$ cat config.mk
export PLATFORM = sky130hd
export DESIGN_NAME = req_window_gen
export DESIGN_NICKNAME = d
export VERILOG_FILES = /design/src/rtl/rwg_pkg.sv /design/src/rtl/rwg_cfg.sv /design/src/rtl/rwg_vert.sv /design/src/rtl/rwg_horz.sv /design/src/rtl/req_window_gen.sv
export SDC_FILE = /design/constraint.sdc
export NUM_CORES = 1
export LEC_CHECK = 0
export BUFFER_PORTS_ARGS = -buffer_cell sky130_fd_sc_hd__buf_4
export CAP_MARGIN = 20
export CORE_UTILIZATION = 44
export CTS_CLUSTER_SIZE = 20
export DETAILED_ROUTE_END_ITERATION = 8
export GPL_ROUTABILITY_DRIVEN = 0
export PLACE_DENSITY = 0.59
export SKIP_CTS_REPAIR_TIMING = 1
export SYNTH_ARGS = -nofsm -noshare
export SYNTH_HDL_FRONTEND = slang
export SYNTH_SLANG_ARGS = --single-unit
$ cat constraint.sdc
create_clock -name clk -period 7.6 [get_ports clk]
set_clock_uncertainty 0.2 [all_clocks]
set_input_delay 1.52 -clock clk [delete_from_list [all_inputs] [get_ports clk]]
set_output_delay 1.52 -clock clk [all_outputs]
set_load 0.03 [all_outputs]
$ cat src/rtl/rwg_pkg.sv
package rwg_pkg;
  localparam int unsigned FW = 10;
  localparam int unsigned AW = 3;
  localparam int unsigned LUT_GAP = 2;

  localparam logic [AW-1:0] A_HOFF   = 3'd0;
  localparam logic [AW-1:0] A_PIX    = 3'd1;
  localparam logic [AW-1:0] A_VODD   = 3'd2;
  localparam logic [AW-1:0] A_VEVEN  = 3'd3;
  localparam logic [AW-1:0] A_MSB    = 3'd4;
  localparam logic [AW-1:0] A_LINES  = 3'd5;
  localparam logic [AW-1:0] A_LINESH = 3'd6;

  typedef struct packed {
    logic [FW-1:0] hoff;
    logic [FW-1:0] pix;
    logic [FW-1:0] voff_odd;
    logic [FW-1:0] voff_even;
    logic [FW-1:0] lines;
  } cfg_t;
endpackage

$ cat src/rtl/rwg_cfg.sv
module rwg_cfg
  import rwg_pkg::*;
(
  input  logic          clk,
  input  logic          rst_n,
  input  logic          wr_en,
  input  logic [AW-1:0] wr_addr,
  input  logic [7:0]    wr_data,
  input  logic          vsync,
  input  logic          field_odd,
  input  logic          lut_req,
  output cfg_t          act,
  output logic          act_odd,
  output logic          act_lut
);
  cfg_t shd_q, shd_d;
  cfg_t act_q, act_d;
  logic odd_q, odd_d, lut_q, lut_d;

  always_comb begin
    shd_d = shd_q;
    if (wr_en) begin
      case (wr_addr)
        A_HOFF:   shd_d.hoff[7:0]      = wr_data;
        A_PIX:    shd_d.pix[7:0]       = wr_data;
        A_VODD:   shd_d.voff_odd[7:0]  = wr_data;
        A_VEVEN:  shd_d.voff_even[7:0] = wr_data;
        A_MSB: begin
          shd_d.voff_even[FW-1:8] = wr_data[7:6];
          shd_d.voff_odd[FW-1:8]  = wr_data[5:4];
          shd_d.pix[FW-1:8]       = wr_data[3:2];
          shd_d.hoff[FW-1:8]      = wr_data[1:0];
        end
        A_LINES:  shd_d.lines[7:0]     = wr_data;
        A_LINESH: shd_d.lines[FW-1:8]  = wr_data[1:0];
        default:  shd_d = shd_q;
      endcase
    end
  end

  always_comb begin
    act_d = act_q;
    odd_d = odd_q;
    lut_d = lut_q;
    if (vsync) begin
      act_d = shd_q;
      odd_d = field_odd;
      lut_d = lut_req;
    end
  end

  always_ff @(posedge clk or negedge rst_n) begin
    if (!rst_n) begin
      shd_q <= '0;
      act_q <= '0;
      odd_q <= 1'b0;
      lut_q <= 1'b0;
    end else begin
      shd_q <= shd_d;
      act_q <= act_d;
      odd_q <= odd_d;
      lut_q <= lut_d;
    end
  end

  assign act     = act_q;
  assign act_odd = odd_q;
  assign act_lut = lut_q;


  act_hold_chk: assert property (@(posedge clk) disable iff (!rst_n)
    !vsync |=> $stable(act_q));

  parity_hold_chk: assert property (@(posedge clk) disable iff (!rst_n)
    !vsync |=> ($stable(odd_q) && $stable(lut_q)));
endmodule

$ cat src/rtl/rwg_vert.sv
module rwg_vert
  import rwg_pkg::*;
(
  input  logic          clk,
  input  logic          rst_n,
  input  logic          hsync,
  input  logic          vsync,
  input  cfg_t          act,
  input  logic          act_odd,
  input  logic          act_lut,
  output logic          line_active,
  output logic [FW-1:0] line_cnt
);
  localparam int unsigned SW = FW + 3;
  localparam logic [FW-1:0] LMAX = '1;

  logic [FW-1:0] line_q, line_d;
  logic [FW-1:0] voff_sel;
  logic signed [SW-1:0] start_s, span_s, end_s, line_s;
  logic span_pos;

  always_comb begin
    line_d = line_q;
    if (vsync)
      line_d = '0;
    else if (hsync && line_q != LMAX)
      line_d = line_q + 1'b1;
  end

  always_ff @(posedge clk or negedge rst_n) begin
    if (!rst_n) line_q <= '0;
    else        line_q <= line_d;
  end

  always_comb begin
    voff_sel = act_odd ? act.voff_odd : act.voff_even;
    start_s  = SW'(voff_sel) + (act_lut ? SW'(0) : SW'(LUT_GAP));
    span_s   = SW'(act.lines) + SW'(act.voff_even) - SW'(act.voff_odd);
    end_s    = start_s + span_s;
    line_s   = SW'(line_q);
    span_pos = !span_s[SW-1] && (span_s != '0);
    line_active = span_pos && (line_s >= start_s) && (line_s < end_s);
  end

  assign line_cnt = line_q;


  line_zero_chk: assert property (@(posedge clk) disable iff (!rst_n)
    vsync |=> (line_cnt == '0));

  line_step_chk: assert property (@(posedge clk) disable iff (!rst_n)
    (hsync && !vsync && line_cnt != LMAX) |=> (line_cnt == $past(line_cnt) + 1'b1));

  empty_window_chk: assert property (@(posedge clk) disable iff (!rst_n)
    !span_pos |-> !line_active);
endmodule

$ cat src/rtl/rwg_horz.sv
module rwg_horz
  import rwg_pkg::*;
(
  input  logic          clk,
  input  logic          rst_n,
  input  logic          hsync,
  input  logic          line_active,
  input  logic [FW-1:0] hoff,
  input  logic [FW-1:0] pix,
  output logic          cbo
);
  localparam int unsigned HW = FW + 1;
  localparam logic [HW-1:0] HMAX = '1;

  logic [HW-1:0] hcnt_q, hcnt_d;
  logic [HW-1:0] open_at, close_at;

  always_comb begin
    hcnt_d = hcnt_q;
    if (hsync)
      hcnt_d = '0;
    else if (hcnt_q != HMAX)
      hcnt_d = hcnt_q + 1'b1;
  end

  always_ff @(posedge clk or negedge rst_n) begin
    if (!rst_n) hcnt_q <= '0;
    else        hcnt_q <= hcnt_d;
  end

  always_comb begin
    open_at  = {1'b0, hoff};
    close_at = {1'b0, hoff} + {1'b0, pix};
    cbo = line_active && (hcnt_q >= open_at) && (hcnt_q < close_at);
  end


  cbo_in_line_chk: assert property (@(posedge clk) disable iff (!rst_n)
    cbo |-> line_active);

  zero_pix_chk: assert property (@(posedge clk) disable iff (!rst_n)
    (pix == '0) |-> !cbo);

  restart_chk: assert property (@(posedge clk) disable iff (!rst_n)
    hsync |=> (hcnt_q == '0));
endmodule

$ cat src/rtl/req_window_gen.sv
module req_window_gen
  import rwg_pkg::*;
(
  input  logic          clk,
  input  logic          rst_n,
  input  logic          hsync,
  input  logic          vsync,
  input  logic          field_odd,
  input  logic          lut_req,
  input  logic          wr_en,
  input  logic [AW-1:0] wr_addr,
  input  logic [7:0]    wr_data,
  output logic          cbo,
  output logic          line_active,
  output logic [FW-1:0] line_cnt
);
  cfg_t act;
  logic act_odd, act_lut;

  rwg_cfg i_cfg (
    .clk(clk), .rst_n(rst_n), .wr_en(wr_en), .wr_addr(wr_addr),
    .wr_data(wr_data), .vsync(vsync), .field_odd(field_odd),
    .lut_req(lut_req), .act(act), .act_odd(act_odd), .act_lut(act_lut)
  );

  rwg_vert i_vert (
    .clk(clk), .rst_n(rst_n), .hsync(hsync), .vsync(vsync), .act(act),
    .act_odd(act_odd), .act_lut(act_lut), .line_active(line_active),
    .line_cnt(line_cnt)
  );

  rwg_horz i_horz (
    .clk(clk), .rst_n(rst_n), .hsync(hsync), .line_active(line_active),
    .hoff(act.hoff), .pix(act.pix), .cbo(cbo)
  );
endmodule

==> results_dict.tcl <==
set metrics [dict create \
    vias 5614 \
    power.share.clock 0.191 \
    wl_um 17280 \
    grt_pass1_wl_um 28800 \
    insertion_delay_ns 0.42 \
    period_needed_ns 7.216 \
    ios 30 \
    maxCapViolCount 0 \
    p_int_mw 2.335 \
    final_common_cell "dfrtp_1" \
    cpLargestDelayFamily "adder cells" \
    start_util 0.4551 \
    portBuffers 29 \
    slew_headroom 0.4071 \
    grt_max_degree 82 \
    ys.flop_type "dfrtp_1" \
    worst-setup-path-type "reg -> out" \
    areaGrowthSynthToFinish_pct 13.40 \
    holdWs_ns 0.2820 \
    slowest_stage "fa_1" \
    n_fill_cell 1556 \
    rsz0062_at_grt "no" \
    fin_setup_tns_ns 0 \
    power.switching_mw 1.713 \
    ys_types 71 \
    grt_pass1_vias 5645 \
    nets 886 \
    place_ws_ns 0.7599 \
    status "completed" \
    layout-drive-gt1-share 0.2219 \
    cpMostUsedCell "ha_1" \
    rows 48 \
    die_area_um2 18550 \
    ys_top_cells_by_area "dfrtp_1 39%, ha_1 13%, mux2_2 12%, xnor2_1 3.1%, o21ai_0 2.4%" \
    cts_root_buf "clkbuf_16" \
    setup_viol 0 \
    multi_input_area_um2 4604 \
    cts_max_path_buffers 2 \
    cts_tree "yes" \
    antenna_found_initial 0 \
    synth_nets 847 \
    ant_nets 0 \
    synth_edf_count 0 \
    dp_hpwl_um 12960 \
    fin_ws_ns 0.3840 \
    synthCells 741 \
    arrival_ns 5.50 \
    dr.pass1.iters 4 \
    antennaDiodeCount 0 \
    synth_top_cell_by_area "dfrtp_1" \
    synth_warnings 0 \
    worstPathCellList "ha_1, fa_1, a211oi_2, o21bai_1, a21oi_1, xnor2_1, ha_2, or3_1, and2_1, ha_1, o21ai_0, nand2b_1, o31ai_2, nand2b_1, nor3b_2, a211o_1, xnor2_1, ha_1, o21ai_0, o21bai_1, and3_1, o211a_1, nor3_2, buf_4" \
    coreArea_um2 17420 \
    syn_avg_cell_area_um2 10.70 \
    end_kind "primary output" \
    synth_top_cell_area_share 0.3883 \
    cts_inserted_buffers 17 \
    worstHoldPathType "reg -> reg" \
    grt_overflow_total 0 \
    mostFrequentLayoutCells "123 x dfrtp_1, 86 x mux2_2, 82 x ha_1, 47 x inv_1, 42 x nand2_1" \
    h-tree-depth 4 \
    hold_viol 0 \
    crit_buf_inv 1 \
    drt_drc_violations_left 0 \
    vias_per_cell 5.515 \
    path_clk_slew_ns 0.06 \
    async_flop_share 1.000 \
    track_usage 0.2024 \
    pwr_density_cell_nw_per_um2 450.3 \
    p_leak_nw 4.155 \
    power.share.sequential 0.218 \
    post_drt_wl_per_cell_um 16.97 \
    cp_max_fo 8 \
    slowest_delay_ns 0.44 \
    synthesis.area_um2 7926 \
    cp-start-kind "register" \
    ys_seq_area_frac 0.3883 \
    ys_seq_elements 123 \
    power_mw 4.047 \
    drv_slew 0 \
    drtIter0Drc 345 \
    die_w_um 136.2 \
    netSwitchingFraction 0.4232 \
    die_h_um 136.2 \
    crit_required_ns 5.88 \
    cts_sinks 123 \
    ir_worst_vdd_uv 216.1 \
    fmax_mhz 138.6 \
    post-route-period-util 0.9495 \
    pwr-share-comb 0.590 \
    max_slew.worst_pin.slew_ns 0.8893 \
    regArea_um2 3078 \
]
cells by family (layout without fill, tap and decap cells):
kind of cell,count (synthesis),in the layout,share of synthesized area
AND/OR/NAND/NOR,163,163,0.1099
AO/OA/AOI/OAI,158,158,0.1354
flip-flops,123,123,0.3883
multiplexers,97,97,0.1367
adder cells (fa/ha/maj),88,88,0.1427
buffers and inverters,65,117,0.03236
XOR/XNOR,47,47,0.05462
registers in the layout (all words and copies together) (netlist names):
| name | count |
|---|---|
| i_vert.line_cnt | 10 |
| i_horz.hcnt_q | 11 |
| i_cfg.act_odd | 1 |
| i_cfg.act | 50 |
| i_cfg.act_lut | 1 |
| i_cfg.shd_q | 50 |
worst reg2reg max path, cell delays in order (launching register included):
cell and delay [ns]:
dfrtp_1 0.43, ha_1 0.23, and4_1 0.22, and4_1 0.24
nand4_1 0.23, nand4_1 0.18, inv_1 0.08, nand3_1 0.15
or3_1 0.36, a21oi_1 0.16
synth_stat cells, drive strengths merged (2+ instances only):
| library cell | count |
|---|---|
| mux2i | 10 |
| nor3b | 3 |
| o2111ai | 2 |
| nor2b | 7 |
| nand3 | 15 |
| or2 | 2 |
| a31oi | 2 |
| fa | 4 |
| buf | 4 |
| and3 | 2 |
| nand2 | 43 |
| inv | 48 |
| mux2 | 87 |
| and4 | 4 |
| nor3 | 8 |
| and2 | 4 |
| o21bai | 10 |
| a21boi | 3 |
| o21a | 14 |
| clkbuf | 13 |
| ha | 84 |
| o21ai | 45 |
| a21o | 11 |
| nor4 | 3 |
| xor2 | 18 |
| nor4b | 2 |
| nand4 | 13 |
| o211ai | 6 |
| o211a | 4 |
| or3 | 8 |
| a211oi | 7 |
| a211o | 3 |
| o31ai | 2 |
| a41oi | 2 |
| a21oi | 36 |
| dfrtp | 123 |
| o22ai | 2 |
| nand2b | 8 |
| xnor2 | 28 |
| nand4b | 6 |
| nor2 | 33 |
cell type report:
type / instances / area share
clock buffers: 18 / 0.04886
clock inverters: 14 / 0.01420
inverters: 48 / 0.02004
multi-input cells: 553 / 0.5122
flip-flops and latches: 123 / 0.3424
well taps: 225 / 0.03132
repair buffers: 37 / 0.03090
final timing paths:
| check | from | to | cells past startpoint | slack, ns |
|---|---|---|---|---|
| setup / recovery | i_cfg.act[0] | cbo | 24 | 0.38 |
| max in group asynchronous | rst_n | i_cfg.act[43] | 2 | 4.95 |
| hold / removal | i_cfg.shd_q[27] | i_cfg.act[27] | 2 | 0.28 |
| min in group asynchronous | rst_n | i_vert.line_cnt[8] | 1 | 0.95 |
| hold reg to reg | i_cfg.shd_q[27] | i_cfg.act[27] | 2 | 0.28 |
| setup reg to reg | i_horz.hcnt_q[1] | i_horz.hcnt_q[7] | 9 | 5.04 |
power groups by stage:
stage | sequential, mW | combinational (mW) | clock [mW]
final | 0.883 | 2.39 | 0.775
after global placement | 0.886 | 2.25 | 0
after global routing | 0.901 | 2.70 | 0.817
after CTS | 0.883 | 2.35 | 0.789
after detailed placement | 0.895 | 2.33 | 0
after floorplan | 0.856 | 1.91 | 0
layer usage:
layer  GRT usage  part of all wire
met1      0.2904              0.52
met2      0.3144              0.45
met3     0.03579             0.023
met4     0.04938             0.010
met5           0                 0
per-stage QoR:
step	util	cell area, um^2	cells
4_1_cts	0.5145	8961	1016
3_5_place_dp	0.4820	8394	984
5_1_grt	0.5161	8989	1018
6_report	0.5161	8989	1018
2_1_floorplan	-	7926	741
3_3_place_gp	0.4815	8387	983
(Power assumes the default switching activity.)
